===== config.mk =====
export PLATFORM = sky130hd
export DESIGN_NAME = usb_pkt_serializer
export DESIGN_NICKNAME = d
export VERILOG_FILES = /design/src/rtl/usb_tx_pkg.sv /design/src/rtl/usb_tx_stuffer.sv /design/src/rtl/usb_tx_line.sv /design/src/rtl/usb_tx_seq.sv /design/src/rtl/usb_pkt_serializer.sv
export SDC_FILE = /design/constraint.sdc
export NUM_CORES = 1
export LEC_CHECK = 0
export BUFFER_PORTS_ARGS = -buffer_cell sky130_fd_sc_hd__buf_4
export CELL_PAD_IN_SITES_DETAIL_PLACEMENT = 0
export CELL_PAD_IN_SITES_GLOBAL_PLACEMENT = 1
export CORE_MARGIN = 1.5
export CORE_UTILIZATION = 40
export DETAILED_ROUTE_END_ITERATION = 6
export GPL_TIMING_DRIVEN = 0
export MAX_ROUTING_LAYER = met4
export PLACE_DENSITY_LB_ADDON = 0.1
export SLEW_MARGIN = 20
export SYNTH_ARGS = -nofsm -noshare
export SYNTH_HDL_FRONTEND = slang
export SYNTH_SLANG_ARGS = --single-unit

===== constraint.sdc =====
create_clock -name clk -period 1.8 [get_ports clk]
set_input_delay 0.18 -clock clk [delete_from_list [all_inputs] [get_ports clk]]
set_output_delay 0.18 -clock clk [all_outputs]
set_load 0.05 [all_outputs]

===== src/rtl/usb_tx_pkg.sv =====
package usb_tx_pkg;

  typedef enum logic [1:0] {
    SYM_J   = 2'd0,
    SYM_K   = 2'd1,
    SYM_SE0 = 2'd2
  } line_sym_t;

  typedef enum logic [1:0] {
    CMD_BIT     = 2'd0,
    CMD_SE0     = 2'd1,
    CMD_EOPJ    = 2'd2,
    CMD_RELEASE = 2'd3
  } line_cmd_t;

  typedef enum logic [2:0] {
    ST_IDLE = 3'd0,
    ST_SYNC = 3'd1,
    ST_DATA = 3'd2,
    ST_TAIL = 3'd3,
    ST_SE0  = 3'd4,
    ST_EOPJ = 3'd5,
    ST_REL  = 3'd6
  } seq_state_t;

  // Sync field: zeros, closed by a single one in the final position.
  function automatic logic sync_bit(input int idx, input int len);
    return (idx == len - 1);
  endfunction

  // NRZI: a zero moves to the opposite data level, a one holds.
  function automatic line_sym_t nrzi_next(input line_sym_t lvl, input logic b);
    if (b) return lvl;
    return (lvl == SYM_J) ? SYM_K : SYM_J;
  endfunction

  // Wire pair {dp, dm} for a symbol under the chosen speed polarity.
  function automatic logic [1:0] pair_of(input line_sym_t s, input logic full);
    case (s)
      SYM_SE0: return 2'b00;
      SYM_J:   return full ? 2'b10 : 2'b01;
      default: return full ? 2'b01 : 2'b10;
    endcase
  endfunction

endpackage


===== src/rtl/usb_tx_stuffer.sv =====
module usb_tx_stuffer #(
  parameter int RUN = 6
) (
  input  logic clk,
  input  logic rst_n,
  input  logic count_en,
  input  logic bit_val,
  input  logic clear,
  output logic stuff_due
);
  localparam int CW = $clog2(RUN + 1);
  localparam logic [CW-1:0] RUN_MAX = CW'(RUN);

  logic [CW-1:0] run_q;

  always_ff @(posedge clk or negedge rst_n) begin
    if (!rst_n)        run_q <= '0;
    else if (clear)    run_q <= '0;
    else if (count_en) run_q <= bit_val ? run_q + CW'(1) : '0;
  end

  assign stuff_due = (run_q == RUN_MAX);

  // the run of ones never goes past the stuffing limit
  assert_run_cap_R5: assert property (@(posedge clk) disable iff (!rst_n)
    run_q <= RUN_MAX);

  // the bit sent when a stuff is due is a zero
  assert_stuff_zero_R5: assert property (@(posedge clk) disable iff (!rst_n)
    (stuff_due && count_en) |-> !bit_val);

endmodule


===== src/rtl/usb_tx_line.sv =====
module usb_tx_line
  import usb_tx_pkg::*;
(
  input  logic      clk,
  input  logic      rst_n,
  input  logic      step,
  input  line_cmd_t cmd,
  input  logic      bit_val,
  output line_sym_t sym_q,
  output logic      oe_q
);
  line_sym_t lvl_q;
  logic      flip_evt;
  logic      keep_evt;

  assign flip_evt = step && (cmd == CMD_BIT) && !bit_val;
  assign keep_evt = step && (cmd == CMD_BIT) && bit_val;

  always_ff @(posedge clk or negedge rst_n) begin
    if (!rst_n) begin
      lvl_q <= SYM_J;
      sym_q <= SYM_J;
      oe_q  <= 1'b0;
    end else if (step) begin
      case (cmd)
        CMD_BIT: begin
          lvl_q <= nrzi_next(lvl_q, bit_val);
          sym_q <= nrzi_next(lvl_q, bit_val);
          oe_q  <= 1'b1;
        end
        CMD_SE0: begin
          sym_q <= SYM_SE0;
          oe_q  <= 1'b1;
        end
        CMD_EOPJ: begin
          lvl_q <= SYM_J;
          sym_q <= SYM_J;
          oe_q  <= 1'b1;
        end
        default: begin
          lvl_q <= SYM_J;
          sym_q <= SYM_J;
          oe_q  <= 1'b0;
        end
      endcase
    end
  end

  // no strobe, no change on the line
  assert_hold_R11: assert property (@(posedge clk) disable iff (!rst_n)
    !step |=> ($stable(sym_q) && $stable(oe_q)));

  // a zero bit lands on the other data level
  assert_flip_R3: assert property (@(posedge clk) disable iff (!rst_n)
    flip_evt |=> (sym_q != $past(lvl_q)));

  // a one bit keeps the data level
  assert_keep_R3: assert property (@(posedge clk) disable iff (!rst_n)
    keep_evt |=> (sym_q == $past(lvl_q)));

endmodule


===== src/rtl/usb_tx_seq.sv =====
module usb_tx_seq
  import usb_tx_pkg::*;
#(
  parameter int BYTE_W      = 8,
  parameter int SYNC_LEN    = 8,
  parameter int EOP_SE0_LEN = 2
) (
  input  logic              clk,
  input  logic              rst_n,
  input  logic              bit_en,
  input  logic [BYTE_W-1:0] in_data,
  input  logic              in_valid,
  input  logic              in_last,
  input  logic              stuff_due,
  output logic              in_ready,
  output logic              step,
  output line_cmd_t         cmd,
  output logic              bit_val,
  output logic              stuff_slot
);
  localparam int CNT_MAX = (SYNC_LEN > EOP_SE0_LEN) ? SYNC_LEN : EOP_SE0_LEN;
  localparam int CNT_W   = $clog2(CNT_MAX + 1);
  localparam int IDX_W   = $clog2(BYTE_W);
  localparam logic [CNT_W-1:0] SYNC_END = CNT_W'(SYNC_LEN - 1);
  localparam logic [CNT_W-1:0] SE0_END  = CNT_W'(EOP_SE0_LEN - 1);
  localparam logic [IDX_W-1:0] IDX_END  = IDX_W'(BYTE_W - 1);

  seq_state_t        state_q, state_n;
  logic [CNT_W-1:0]  cnt_q, cnt_n;
  logic [BYTE_W-2:0] sh_q, sh_n;
  logic [IDX_W-1:0]  idx_q, idx_n;
  logic              last_q, last_n;
  logic              load_q, load_n;

  always_comb begin
    state_n    = state_q;
    cnt_n      = cnt_q;
    sh_n       = sh_q;
    idx_n      = idx_q;
    last_n     = last_q;
    load_n     = load_q;
    step       = 1'b0;
    cmd        = CMD_BIT;
    bit_val    = 1'b0;
    in_ready   = 1'b0;
    stuff_slot = 1'b0;
    case (state_q)
      ST_IDLE: begin
        if (bit_en && in_valid) begin
          step    = 1'b1;
          bit_val = sync_bit(0, SYNC_LEN);
          cnt_n   = CNT_W'(1);
          state_n = ST_SYNC;
        end
      end
      ST_SYNC: begin
        if (bit_en) begin
          step    = 1'b1;
          bit_val = sync_bit(int'(cnt_q), SYNC_LEN);
          cnt_n   = cnt_q + CNT_W'(1);
          if (cnt_q == SYNC_END) begin
            state_n = ST_DATA;
            load_n  = 1'b1;
          end
        end
      end
      ST_DATA: begin
        if (bit_en) begin
          step = 1'b1;
          if (stuff_due) begin
            stuff_slot = 1'b1;
          end else if (load_q) begin
            in_ready = 1'b1;
            load_n   = 1'b0;
            if (in_valid) begin
              bit_val = in_data[0];
              sh_n    = in_data[BYTE_W-1:1];
              idx_n   = IDX_W'(1);
              last_n  = in_last;
            end else begin
              cmd     = CMD_SE0;
              cnt_n   = CNT_W'(1);
              state_n = ST_SE0;
            end
          end else begin
            bit_val = sh_q[0];
            sh_n    = sh_q >> 1;
            idx_n   = idx_q + IDX_W'(1);
            if (idx_q == IDX_END) begin
              if (last_q) state_n = ST_TAIL;
              else        load_n  = 1'b1;
            end
          end
        end
      end
      ST_TAIL: begin
        if (bit_en) begin
          step = 1'b1;
          if (stuff_due) begin
            stuff_slot = 1'b1;
          end else begin
            cmd     = CMD_SE0;
            cnt_n   = CNT_W'(1);
            state_n = ST_SE0;
          end
        end
      end
      ST_SE0: begin
        if (bit_en) begin
          step  = 1'b1;
          cmd   = CMD_SE0;
          cnt_n = cnt_q + CNT_W'(1);
          if (cnt_q == SE0_END) state_n = ST_EOPJ;
        end
      end
      ST_EOPJ: begin
        if (bit_en) begin
          step    = 1'b1;
          cmd     = CMD_EOPJ;
          state_n = ST_REL;
        end
      end
      ST_REL: begin
        if (bit_en) begin
          step    = 1'b1;
          cmd     = CMD_RELEASE;
          state_n = ST_IDLE;
        end
      end
      default: state_n = ST_IDLE;
    endcase
  end

  always_ff @(posedge clk or negedge rst_n) begin
    if (!rst_n) begin
      state_q <= ST_IDLE;
      cnt_q   <= '0;
      sh_q    <= '0;
      idx_q   <= '0;
      last_q  <= 1'b0;
      load_q  <= 1'b0;
    end else begin
      state_q <= state_n;
      cnt_q   <= cnt_n;
      sh_q    <= sh_n;
      idx_q   <= idx_n;
      last_q  <= last_n;
      load_q  <= load_n;
    end
  end

  // a byte is only offered on a strobe that carries no stuffed bit
  assert_ready_gap_R6: assert property (@(posedge clk) disable iff (!rst_n)
    in_ready |-> (bit_en && !stuff_due));

  // the closing J is reached only from the SE0 run
  assert_eopj_entry_R8: assert property (@(posedge clk) disable iff (!rst_n)
    (state_q == ST_EOPJ && $past(state_q) != ST_EOPJ) |-> ($past(state_q) == ST_SE0));

  // no byte is offered once the last byte has been sent
  assert_tail_closed_R7: assert property (@(posedge clk) disable iff (!rst_n)
    (state_q == ST_TAIL) |-> !in_ready);

endmodule


===== src/rtl/usb_pkt_serializer.sv =====
module usb_pkt_serializer
  import usb_tx_pkg::*;
#(
  parameter int BYTE_W      = 8,
  parameter int SYNC_LEN    = 8,
  parameter int STUFF_RUN   = 6,
  parameter int EOP_SE0_LEN = 2
) (
  input  logic              clk,
  input  logic              rst_n,
  input  logic              bit_en,
  input  logic              full_speed,
  input  logic [BYTE_W-1:0] in_data,
  input  logic              in_valid,
  input  logic              in_last,
  output logic              in_ready,
  output logic              dp_out,
  output logic              dm_out,
  output logic              line_oe
);
  logic      step;
  line_cmd_t cmd;
  logic      bit_val;
  logic      stuff_due;
  logic      stuff_slot;
  logic      count_en;
  logic      run_clear;
  line_sym_t sym;
  logic      oe;

  assign count_en  = step && (cmd == CMD_BIT);
  assign run_clear = step && (cmd == CMD_RELEASE);

  usb_tx_seq #(
    .BYTE_W      (BYTE_W),
    .SYNC_LEN    (SYNC_LEN),
    .EOP_SE0_LEN (EOP_SE0_LEN)
  ) u_seq (
    .clk        (clk),
    .rst_n      (rst_n),
    .bit_en     (bit_en),
    .in_data    (in_data),
    .in_valid   (in_valid),
    .in_last    (in_last),
    .stuff_due  (stuff_due),
    .in_ready   (in_ready),
    .step       (step),
    .cmd        (cmd),
    .bit_val    (bit_val),
    .stuff_slot (stuff_slot)
  );

  usb_tx_stuffer #(
    .RUN (STUFF_RUN)
  ) u_stuffer (
    .clk       (clk),
    .rst_n     (rst_n),
    .count_en  (count_en),
    .bit_val   (bit_val),
    .clear     (run_clear),
    .stuff_due (stuff_due)
  );

  usb_tx_line u_line (
    .clk     (clk),
    .rst_n   (rst_n),
    .step    (step),
    .cmd     (cmd),
    .bit_val (bit_val),
    .sym_q   (sym),
    .oe_q    (oe)
  );

  assign {dp_out, dm_out} = pair_of(sym, full_speed);
  assign line_oe          = oe;

  // SE0 is only ever driven, never left floating
  assert_se0_driven_R8: assert property (@(posedge clk) disable iff (!rst_n)
    (!dp_out && !dm_out) |-> line_oe);

  // a stuffed slot and a byte hand-off never share a strobe
  assert_stuff_no_take_R6: assert property (@(posedge clk) disable iff (!rst_n)
    stuff_slot |-> !in_ready);

endmodule


After elaboration in Yosys (flattened, before gate mapping)
Cells that the tools add are included.
{"block": "totals", "ff_bits": 27, "in_bits": 14, "out_inout_bits": 4, "elab_cells": 142}
{"block": "op_classes", "add_sub_neg": 3, "eq_ne": 33, "muxes": 75, "bitwise": 2, "n_reduce_logical": 19}
{"operator": "$mux W3", "n": 20}
{"operator": "$mux W4", "n": 8}
{"operator": "$mux W1", "n": 26}
{"operator": "$pmux W3 S7", "n": 1}
{"operator": "$mux W2", "n": 10}
{"operator": "$ne A2 B2 Y1 const B", "n": 10}
{"operator": "$pmux W4 S4", "n": 1}
{"operator": "$eq A3 B3 Y1 const B", "n": 5}
{"operator": "$mux W7", "n": 2}
{"operator": "$reduce_and A14 Y1", "n": 1}
{"operator": "$pmux W2 S2", "n": 3}
{"operator": "$ne A2 B1 Y1 const B", "n": 5}
{"operator": "$pmux W2 S5", "n": 1}
{"operator": "$reduce_and A5 Y1", "n": 2}
{"operator": "$reduce_and A9 Y1", "n": 1}
{"operator": "$add A3 B1 Y3 const B", "n": 2}
{"operator": "$eq A2 B2 Y1 const B", "n": 3}
{"operator": "$eq A3 B2 Y1 const B", "n": 2}
{"operator": "$logic_not A2 Y1", "n": 3}
{"operator": "$ne A3 B1 Y1 const B", "n": 2}
{"operator": "$pmux W1 S2", "n": 3}
{"operator": "$reduce_or A6 Y1", "n": 1}
{"operator": "$add A4 B1 Y4 const B", "n": 1}
{"operator": "$eq A4 B1 Y1 const B", "n": 1}
{"operator": "14 further kinds", "n": 18}

Logic depth before layout (Yosys ltp)
Gate-level depths: netlist (run 1).
{"block": "depth", "word_depth": 10, "depth_mapped": 9, "ltp_nobuf": 7}

Hierarchy
From an unflattened synthesis (run 1), not the netlist that was laid out.
{"block": "hier_totals", "hier_cells": 182, "hier_area_um2": 1687.9}
{"module": "usb_tx_seq", "instances": 1, "cells_per_inst": 138, "area_per_inst_um2": 1253.7}
{"module": "usb_tx_line", "instances": 1, "cells_per_inst": 21, "area_per_inst_um2": 221.5}
{"module": "usb_tx_stuffer", "instances": 1, "cells_per_inst": 18, "area_per_inst_um2": 172.7}
{"module": "usb_pkt_serializer", "instances": 1, "cells_per_inst": 5, "area_per_inst_um2": 40.0}

Worst setup path after synthesis (run 1)
OpenSTA, ideal clock, no wires.
{"block": "synth_path", "path_type": "reg2reg", "start": "register u_seq.cnt_q[0]", "end": "register u_stuffer.run_q[2]", "arrival_ns": 1.624, "required_time_ns": 1.735, "slack_ns": 0.112, "stages_incl_launch_ff": 8, "cell_sequence": "dfrtp_1 -> ha_1 -> nand2_1 -> or3_1 -> a221o_1 -> buf_6 -> nor3b_2 -> a211o_1"}
{"block": "synth_via", "elab_chain_cells": 6}
{"element": "from (decl)", "line": "usb_tx_seq.sv:29", "rtl": "logic [CNT_W-1:0] cnt_q, cnt_n;"}
{"element": "from (signal assigned)", "line": "usb_tx_seq.sv:144", "rtl": "cnt_q <= cnt_n;"}
{"element": "$eq A4 B4 Y1", "line": "usb_tx_pkg.sv:28", "rtl": "return (idx == len - 1);"}
{"element": "$mux W1", "line": "usb_tx_seq.sv:57", "rtl": "if (bit_en) begin"}
{"element": "$pmux W1 S2", "line": "usb_tx_seq.sv:47", "rtl": "case (state_q)"}
{"element": "$mux W3 (2 in a row)", "line": "usb_tx_stuffer.sv:19", "rtl": "else if (count_en) run_q <= bit_val ? run_q + CW'(1) : '0;"}
{"element": "$mux W3", "line": "usb_tx_stuffer.sv:18", "rtl": "else if (clear) run_q <= '0;"}
{"element": "to (signal assigned)", "line": "usb_tx_stuffer.sv:19"}
{"element": "to (decl)", "line": "usb_tx_stuffer.sv:14", "rtl": "logic [CW-1:0] run_q;"}
No other way between the ends. The select of a mux whose other input is x is not followed.
A chain may end at the register's enable or synchronous reset.

Worst setup path after layout (run 1)
{"block": "layout_path", "start": "register u_seq.cnt_q[1]", "end": "register u_line.sym_q[0]"}
{"block": "layout_via", "elab_chain_cells": 8}
{"element": "$eq A4 B4 Y1", "line": "usb_tx_pkg.sv:28"}
{"element": "$mux W1", "line": "usb_tx_seq.sv:57"}
{"element": "$pmux W1 S2", "line": "usb_tx_seq.sv:47"}
{"element": "$mux W1", "line": "usb_tx_pkg.sv:33", "rtl": "if (b) return lvl;"}
{"element": "$mux W1", "line": "usb_tx_line.sv:25", "rtl": "case (cmd)"}
{"element": "$mux W1", "line": "usb_tx_line.sv:24", "rtl": "end else if (step) begin"}
{"element": "$mux W2"}
{"element": "$pmux W2 S2", "line": "usb_tx_line.sv:25"}
{"element": "to (signal assigned)", "line": "usb_tx_line.sv:28", "rtl": "sym_q <= nrzi_next(lvl_q, bit_val);"}
{"element": "to (decl)", "line": "usb_tx_line.sv:9", "rtl": "output line_sym_t sym_q,"}
No other way between the ends. The select of a mux whose other input is x is not followed.

==> flow_summary.ini, run 1 <==
[setup_path]
slowest_stage = dfrtp_1
rr_worst_depth = 7
timing.reg2reg.setup_slack_ns = -0.001
path_max_fanout = 8
crit_chain = ha_2 > nand2_2 > or3_1 > a221o_1 > buf_6 > mux2i_1 > nand2_1
r2r-start = u_seq.cnt_q[1]
startpoint = u_seq.cnt_q[1]
crit_type = reg -> reg
critPathLaunchType = flop
endpoint_kind = flop
cpPeakStageDelay_ns = 0.36
arrival_ns = 1.98
regToRegEndpoint = u_line.sym_q[0]
cp.required_ns = 1.98
worstSetupEndpoint = u_line.sym_q[0]

[die]
die_x_um = 66.97
rows = 23
start_util_pct = 41.21
core_um2 = 3971
die_y_um = 66.97
io_pins = 18
dieArea_um2 = 4484

[yosys]
synth_sequential_area_ratio_pct = 41.28
synth.avg_cell_area_um2 = 9.684
ys_warn_count = 0
synthFlopType = dfrtp_1
netlist_area_um2 = 1637
ys_types = 48
synth_seq_cells = 27
async_reset_ff_share_pct = 100.0
synth-edff-count = 0
syn_nets = 189
synthTopCellsByArea = dfrtp_1, nand2_1, mux2i_1, ha_1, o21ai_0
yosysTopAreaCellShare_pct = 41.28
netlist_instances = 169
yosysTopAreaCell = dfrtp_1

[clock_tree]
clockBufferDepth = 2
insertion_delay_ns = 0.28
cts_buffers = 3
cts_root_buf = clkbuf_8
tritoncts = done
clkSinkCount = 27
clk_pin_slew_ns = 0.10
htreeDepth = 1

[power_and_ir_drop]
power_leakage_uw = 0.0009209
p_int_uw = 1605
p_per_area_nw_per_um2 = 1406
clockPowerShare_pct = 13.1
p_sw_uw = 1161
p_total_uw = 2766
ir_drop_mv = 0.4421
comb_power_share_pct = 51.4
power_frac_seq_pct = 35.5
sw_frac_of_total_pct = 41.98

[timing]
setup_viol = 2
fin_worst_hold_slack_ns = 0.1244
worst_slack_ns = -0.0009537
tightest_slew_ns = 0.3748
grt_setup_unrepaired = true
fmax_mhz = 555.3
timing.final.crit_period_ns = 1.801
post-route-period-util_pct = 100.1
finalHoldViolations = 0
finalMaxSlewViolations = 0
max_slew_margin_pct = 74.99
finClkSkew_ns = 0.002568

[route]
via_count = 1336
drcViolationCount = 0
drt_iter0_drc = 42
wirelength_mm = 3.552
wl_per_cell_um = 14.50
ant_nets = 0
dr.pass1.iters = 4
vias_per_cell = 5.453

[job]
maxCapViolations = 0

[status]
violations = setup timing
status = complete, but fails checks

[global_routing]
grt_start_max_net_pins = 28
grt_first_pass_wirelength_mm = 6.078
antenna_found_initial = 0
grt_pass1_vias = 1248
grt_use_total_pct = 18.67
overflow = 0

[final_layout]
fillers = 387
syn_to_final_growth_pct = 20.18
drive_gt1_share_pct = 28.72
fin_cells = 245
finalNetCount = 216
antenna_cells = 0
utilization_pct = 49.53

[place]
portBuffers = 16
routabilityCongestion = 0.7847
dp_hpwl_mm = 2.536
dp_cells = 235

[worst_hold_path]
min_path_type = in -> reg
[power groups by stage]
stage          clock network [uW]  registers (uW)  logic, uW
3_5_place_dp                    0             999       1300
6_report                      363             982       1420
3_3_place_gp                    0             986       1280
5_1_grt                       390            1010       1600
2_1_floorplan                   0             975       1000
4_1_cts                       372             979       1380
[state kept, by name, summed over array words and instances (netlist names), 2 cells and up]
| name | count |
|---|---|
| u_seq.idx_q | 3 |
| u_seq.sh_q | 7 |
| u_line.lvl_q | 2 |
| u_seq.cnt_q | 4 |
| u_stuffer.run_q | 3 |
| u_seq.state_q | 3 |
| u_line.sym_q | 2 |
[critical path: cells and delay by family, from the launching register on]
family          cells  cell delay, ns
flops               1            0.36
simple gates        3            0.48
fa+ha+maj           1            0.20
compound gates      1            0.34
mux                 1            0.17
buf+inv             1            0.15
[how the worst min path moves through the flow]
stage            start              end  depth (start not counted)
6_report       in_last     u_seq.last_q                          2
5_1_grt        in_last     u_seq.last_q                          2
4_1_cts        in_last     u_seq.last_q                          2
3_5_place_dp     rst_n   u_seq.cnt_q[1]                          1
3_3_place_gp     rst_n   u_seq.cnt_q[2]                          1
2_1_floorplan    rst_n  u_line.lvl_q[0]                          0
[cells in the mapped netlist (all sizes together), types with 2 or more instances]
cell and number:
a21o 2, nor2b 4, o31ai 2, ha 6, o2111ai 2, and2 2, nand2 22, mux2 4
o211ai 2, dfrtp 27, nor3b 5, inv 6, nand2b 3, nand3b 3, nor3 2, mux2i 8
nor2 8, buf 8, or3 3, a21oi 4, nand3 3, clkbuf 2, a22o 3, o21ai 21
[cells by family after synthesis]
| family | count (synthesis) | synth area share (%) |
|---|---|---|
| AOI/OAI and AO/OA | 44 | 18.43 |
| xor gates and xnor gates | 1 | 0.5353 |
| adders and majority gates | 6 | 4.587 |
| buffers and inverters | 16 | 5.351 |
| DFF | 27 | 41.28 |
| muxes | 12 | 7.645 |
| and+or+nand+nor | 63 | 22.17 |
[cells in the final DEF (no fill, tap or decap), types with 3 or more instances in the layout]
cell type  Yosys  layout
dfrtp_1       27      27
buf_4          2      23
nand2_1       22      19
o21ai_0       13      12
o21ai_1        8       9
mux2i_1        8       8
nor2_1         7       7
inv_1          6       6
mux2_2         4       4
buf_6          2       4
nor2b_1        4       4
ha_1           6       4
nand2b_1       3       3
nand3b_1       3       3
nand3_1        3       3
a22o_1         3       3
clkbuf_8       0       3
[metal layers]
layer | share of wire (%) | up-vias | wire, um | GRT usage (%)
met1 | 46 | 660 | 1625 | 23.76
met2 | 50 | 16 | 1763 | 30.25
met5 | 0 | - | 0 | -
met3 | 2.6 | 5 | 94 | 2.196
met4 | 1.9 | 0 | 69 | 7.653
li1 | - | 655 | - | -
[what timing repair did]
item | in CTS | in global routing
pin swaps | 0 | 5
hold buffers | 1 | 0
endpoints found under the hold margin | 27 | 0
resized for setup | 6 | 14
setup endpoints to repair | 16 | 19
buffers inserted | 4 | 1
[through the flow]
step,TNS (ns),instance area [um^2],worst slack [ns]
final,-0.001349,1967,-0.0009537
after global routing,-0.2846,1967,-0.06483
after CTS,0,1922,0.001107
after detailed placement,-0.9132,1819,-0.1055
after global placement,-0.3915,1819,-0.04719
after floorplan,0,1637,0.1116
[cell type report]
| cell class | instances | area (um^2) | share of cell area (%) |
|---|---|---|---|
| multi-input combinational | 126 | 913.4 | 46.44 |
| sequential | 27 | 675.6 | 34.35 |
| timing repair buffer | 22 | 167.7 | 8.524 |
| buffer | 10 | 80.08 | 4.071 |
| tap | 50 | 62.56 | 3.181 |
| clock buffer | 4 | 45.04 | 2.290 |
| inverter | 6 | 22.52 | 1.145 |
(Power assumes the default switching activity.)
==> run 2: changes to the inputs <==
--- a/config.mk
+++ b/config.mk
@@ -5,11 +5,12 @@
 export SDC_FILE = /design/constraint.sdc
 export NUM_CORES = 1
 export LEC_CHECK = 0
+export ABC_AREA = 1
 export BUFFER_PORTS_ARGS = -buffer_cell sky130_fd_sc_hd__buf_4
 export CELL_PAD_IN_SITES_DETAIL_PLACEMENT = 0
 export CELL_PAD_IN_SITES_GLOBAL_PLACEMENT = 1
 export CORE_MARGIN = 1.5
-export CORE_UTILIZATION = 40
+export CORE_UTILIZATION = 39
 export DETAILED_ROUTE_END_ITERATION = 6
 export GPL_TIMING_DRIVEN = 0
 export MAX_ROUTING_LAYER = met4
==> run 2 against run 1 <==
  * The flow now finishes without violations
  * Highest routed layer unchanged
  * Combinational power up 13%
  * Largest cell class unchanged
  * Critical path type is now reg -> out
  * Setup slack better by 0.11 ns
  * Global-route usage down 0.79 points
  * Wire length down 0.62%
==> flow_summary.ini, run 2 <==
[status]
status = finished clean

[clock_tree]
htreeDepth = 1
insertion_delay_ns = 0.27
tritoncts = done
cts_root_buf = clkbuf_8
clockBufferDepth = 2
clkSinkCount = 27
cts_buffers = 3
clk_pin_slew_ns = 0.09

[yosys]
syn_nets = 241
synth_seq_cells = 27
synthMuxAreaShare_pct = 0
async_reset_ff_share_pct = 100.0
synth.avg_cell_area_um2 = 7.666
ys_types = 27
synth_sequential_area_ratio_pct = 39.88
synth-edff-count = 0
yosys.area_share.adder_pct = 4.431
yosysMostFrequentCell = nand2_1
synthXorXnorAreaFrac_pct = 1.551
synthTopCellsByArea = dfrtp_1, nand2_1, nand3_1, o21ai_0, inv_1
synthFlopType = dfrtp_1
synth_compound_area_share_pct = 11.08
ys_top_cells_by_count = nand2_1, dfrtp_1, nand3_1
ys_warn_count = 0
netlist_area_um2 = 1694
netlist_instances = 221
synth_top_family_by_area = simple AND/OR/NAND/NOR gates
yosys.area_share.simple_pct = 34.64
yosysTopAreaCell = dfrtp_1
yosysTopAreaCellShare_pct = 39.88

[job]
maxCapViolations = 0

[final_layout]
finalNetCount = 269
stdcell_area_um2 = 2008
final_cell_mix = nand2_1, dfrtp_1, nand3_1
antenna_cells = 0
largest_register = u_seq.sh_q
syn_to_final_growth_pct = 18.54
drive_gt1_share_pct = 24.19
reg.largest.list = u_seq.sh_q x7, u_seq.cnt_q x4
largest_reg_flops = 7
fillers = 430
fin_cells = 298
layout_commonest_cell = nand2_1

[setup_path]
endpoint_kind = output pin
rr_worst_depth = 12
crit_type = reg -> out
regToRegEndpoint = u_line.lvl_q[0]
critPathLaunchType = flop
path_max_fanout = 7
startpoint = u_seq.state_q[0]
r2r-start = u_stuffer.run_q[0]
arrival_ns = 1.51
cp.required_ns = 1.62
timing.reg2reg.setup_slack_ns = 0.24

[timing]
fmax_mhz = 590.3
tns_ns = 0
grt_setup_unrepaired = false
finalHoldViolations = 0
post-route-period-util_pct = 94.12
tightest_slew_ns = 0.3507
timing.final.crit_period_ns = 1.694
max_slew_margin_pct = 76.62
worst_slack_ns = 0.1059
finClkSkew_ns = 0.002888
finalMaxSlewViolations = 0
setup_viol = 0

[global_routing]
antenna_found_initial = 0
grt_start_max_net_pins = 28
overflow = 0
grt_first_pass_wirelength_mm = 6.141
grt_use_total_pct = 17.88
grt_pass1_vias = 1386

[power_and_ir_drop]
p_per_area_nw_per_um2 = 1478
p_total_uw = 2967
power_leakage_uw = 0.001021
ir_drop_mv = 0.4955

[die]
start_util_pct = 41.46
core_um2 = 4086
rows = 23
die_x_um = 68.91
die_y_um = 68.91
io_pins = 18
dieArea_um2 = 4749

[route]
via_count = 1455
ant_nets = 0
dr.pass1.iters = 4
drcViolationCount = 0
wirelength_mm = 3.530
wl_per_cell_um = 11.85
vias_per_cell = 4.883
drt_iter0_drc = 63

[worst_hold_path]
min_path_type = in -> reg
min_to = u_seq.last_q
min_from = in_last
hold_depth = 3

[place]
routabilityCongestion = 0.8116
portBuffers = 17
dp_hpwl_mm = 2.632
dp_slack_ns = 0.1208
place_area_um2 = 1887
dp_cells = 288
[run 2: cell count changes in the layout (fill, tap and decap cells not counted), sizes merged, moves of 4 or more]
cell   change
nor2b      -4
mux2       -4
inv       +19
nand3     +25
nor2      +13
nand2     +47
mux2i      -8
nor3b      -5
[run 2: cell type report]
cell class                      count  area (um^2)  area share (%)
Inverter                           26        101.3           5.047
Buffer                              5        43.79           2.181
Multi-Input combinational cell    163        895.9           44.61
Timing Repair Buffer               23        182.7           9.097
Tap cell                           50        62.56           3.115
Clock buffer                        4        45.04           2.243
Sequential cell                    27        676.9           33.71
[run 2: how the worst max path moves through the flow]
stage | end | slack [ns] | cells after the start
2_1_floorplan | u_seq.last_q | 0.08 | 10
4_1_cts | in_ready | 0.0008 | 8
3_5_place_dp | u_seq.sh_q[5] | 0.12 | 10
3_3_place_gp | in_ready | 0.13 | 8
5_1_grt | in_ready | 0.005 | 6
6_report | in_ready | 0.11 | 6
[run 2: worst max-delay path, cell delays in order (launching register included)]
cell and delay [ns]:
dfrtp_2 0.46, inv_2 0.13, nand2_2 0.08, nor2_4 0.14, nand2_2 0.09, nor2_4 0.17
buf_8 0.16
[run 2: kinds of logic (layout without fill, tap and decap cells)]
group,count (synthesis),count (layout)
compound gates,31,31
xor+xnor,3,3
fa+ha+maj,6,6
buf+inv,31,58
flops,27,27
simple gates,123,123
[run 2: what timing repair did]
item                                    4_1_cts  5_1_grt
resized for setup                             3        7
pin swaps                                     1        3
hold endpoints to repair                     27        0
buffers inserted                              2        3
hold buffers                                  1        0
endpoints found under the setup margin        1        1
[run 2: metrics by stage]
stage / util, % / hold WS (ns)
after floorplan: - / -0.1156
after global placement: 46.17 / 0.1245
after detailed placement: 46.17 / 0.1231
after CTS: 48.22 / 0.1270
after global routing: 49.14 / 0.1355
final: 49.14 / 0.1321
[run 2: report_power, final]
group          switching [uW]  internal, uW  leakage [uW]
clock network             189           159     0.0000228
logic                    1020           589      0.000660
registers                 159           850      0.000339
total                    1370          1600       0.00102
[run 2: per-layer routing]
metal | routed length (um) | track usage, %
met1 | 1780 | 23.55
met2 | 1598 | 28.49
met3 | 102 | 2.435
met5 | 0 | -
met4 | 48 | 5.882
==> run 3: changes to the inputs <==
--- a/config.mk
+++ b/config.mk
@@ -7,14 +7,12 @@
 export LEC_CHECK = 0
 export ABC_AREA = 1
 export BUFFER_PORTS_ARGS = -buffer_cell sky130_fd_sc_hd__buf_4
-export CELL_PAD_IN_SITES_DETAIL_PLACEMENT = 0
-export CELL_PAD_IN_SITES_GLOBAL_PLACEMENT = 1
 export CORE_MARGIN = 1.5
-export CORE_UTILIZATION = 39
+export CORE_UTILIZATION = 45
 export DETAILED_ROUTE_END_ITERATION = 6
 export GPL_TIMING_DRIVEN = 0
 export MAX_ROUTING_LAYER = met4
-export PLACE_DENSITY_LB_ADDON = 0.1
+export PLACE_DENSITY = 0.66
 export SLEW_MARGIN = 20
 export SYNTH_ARGS = -nofsm -noshare
 export SYNTH_HDL_FRONTEND = slang
==> run 3 against run 2 <==
  * Flip-flop and latch count unchanged
  * Global-route usage increased by 0.36 points
  * Power barely moved
  * Core utilization is 6.2 points higher
  * Clock skew grew 0.0022 ns
==> flow_summary.ini, run 3 (synthesized netlist as in run 2, its figures left out) <==
[route]
dr.pass1.iters = 4
via_count = 1460
drcViolationCount = 0
wirelength_mm = 3.347
drt_iter0_drc = 60
wl_met3_um = 57
wl_per_cell_um = 11.27
dr_wl_met2_mm = 1.590
wl_met1_mm = 1.668
ant_nets = 0
top_layer = met4
vias_per_cell = 4.916

[final_layout]
syn_to_final_growth_pct = 18.61
largest_register = u_seq.sh_q
finalNetCount = 270
fillers = 365
layout_commonest_cell = nand2_1
stdcell_area_um2 = 2009
drive_gt1_share_pct = 23.69
final_cell_mix = nand2_1, dfrtp_1, nand3_1
antenna_cells = 0
reg.largest.list = u_seq.sh_q x7, u_seq.cnt_q x4
largest_reg_flops = 7

[setup_path]
crit_chain = inv_1 > ha_1 > nand2_2 > inv_1 > nor2_4 > inv_2 > nor2_4 > buf_8
slowest_stage = dfrtp_1
cp.required_ns = 1.62
crit_type = reg -> out
path_max_fanout = 3
rr_worst_depth = 12
cpPeakStageDelay_ns = 0.37
endpoint_kind = output pin
critPathLaunchType = flop
arrival_ns = 1.53

[power_and_ir_drop]
p_per_area_nw_per_um2 = 1477
power_leakage_uw = 0.001030
ir_drop_mv = 0.6473

[die]
die_y_um = 64.36
rows = 22
die_x_um = 64.36
io_pins = 18
core_um2 = 3633
start_util_pct = 46.63
dieArea_um2 = 4142

[timing]
post-route-period-util_pct = 94.96
tightest_slew_ns = 0.3511
fin_worst_hold_slack_ns = 0.1360
setup_viol = 0
timing.final.crit_period_ns = 1.709
max_slew_margin_pct = 76.59
fmax_mhz = 585.0
finalMaxSlewViolations = 0
finalHoldViolations = 0
finClkSkew_ns = 0.005119

[global_routing]
grt_first_pass_wirelength_mm = 5.830
antenna_found_initial = 0
grt_use_total_pct = 18.24
overflow = 0
grt_pass1_vias = 1350
grt_start_max_net_pins = 28

[clock_tree]
cts_root_buf = clkbuf_8
clkSinkCount = 27
clk_pin_slew_ns = 0.10
clockBufferDepth = 2
htreeDepth = 1
insertion_delay_ns = 0.27
tritoncts = done
cts_buffers = 3

[place]
dp_hpwl_mm = 2.445
routabilityCongestion = 0.8381
portBuffers = 17
place_area_um2 = 1884

[status]
status = finished clean

[worst_hold_path]
hold_depth = 3
min_path_type = in -> reg

[job]
maxCapViolations = 0
[run 3: cell count changes in the layout (fill, tap and decap cells not counted)]
cell / change
ha_2: -1
ha_1: +1
buf_4: +1
inv_4: -1
clkbuf_1: -1
nand2_1: +1
inv_1: +1
nand2_2: -1
clkinvlp_4: +1
[run 3: area by class of cell]
type                       instances  area [um^2]  area share (%)
buffer                             5        43.79           2.179
tap                               48        60.06           2.989
clock inverter                     1        7.507          0.3736
sequential                        27        676.9           33.69
clock buffer                       3        41.29           2.055
multi-input combinational        163        890.9           44.33
timing repair buffer              24        190.2           9.464
inverter                          26        98.84           4.919
[run 3: per-stage QoR]
stage / TNS (ns) / util [%] / setup WS [ns] / power [uW] / std cells
global route: -0.0002001 / 55.30 / -0.0002001 / 3273 / 297
finish: 0 / 55.30 / 0.09066 / 2967 / 297
global placement: 0 / 51.86 / 0.1584 / 2528 / 286
detailed placement: 0 / 51.86 / 0.1393 / 2558 / 286
floorplan: 0 / - / 0.08065 / 2226 / 221
CTS: 0 / 54.27 / 0.004988 / 2945 / 293
[run 3: routing by layer]
metal | GRT usage [%] | up-vias
met5 | - | -
met4 | 6.915 | 0
met3 | 2.113 | 2
li1 | - | 773
met1 | 24.22 | 671
met2 | 28.78 | 14
[run 3: what timing repair did]
item                                    in CTS  in global routing
endpoints found under the setup margin       1                  1
gates resized for setup                      3                  3
pin swaps                                    1                  3
setup buffers                                2                  4
gates cloned                                 0                  0
hold buffers                                 1                  0
hold endpoints to repair                    27                  0
[run 3: worst paths after layout]
| kind | start | slack (ns) | endpoint |
|---|---|---|---|
| worst max-delay path | u_stuffer.run_q[0] | 0.09 | in_ready |
| worst min-delay path | in_data[7] | 0.14 | u_seq.sh_q[6] |
| worst max register to register | u_stuffer.run_q[0] | 0.19 | u_line.lvl_q[0] |
| worst min register to register | u_seq.idx_q[2] | 0.49 | u_seq.idx_q[2] |
| max in group asynchronous | rst_n | 1.18 | u_seq.state_q[0] |
| min in group asynchronous | rst_n | 0.34 | u_line.sym_q[0] |
[run 3: power by group]
group          switching (uW)  internal (uW)
registers                 159            849
clock network             201            157
logic                    1010            592
total                    1370           1600
[run 3: worst max-delay path, delay by kind of cell (launching register included)]
family                   cells  cell delay (ns)
adder cells (fa/ha/maj)      1             0.21
AND/OR/NAND/NOR              3             0.30
flip-flops                   1             0.37
buffers and inverters        4             0.38
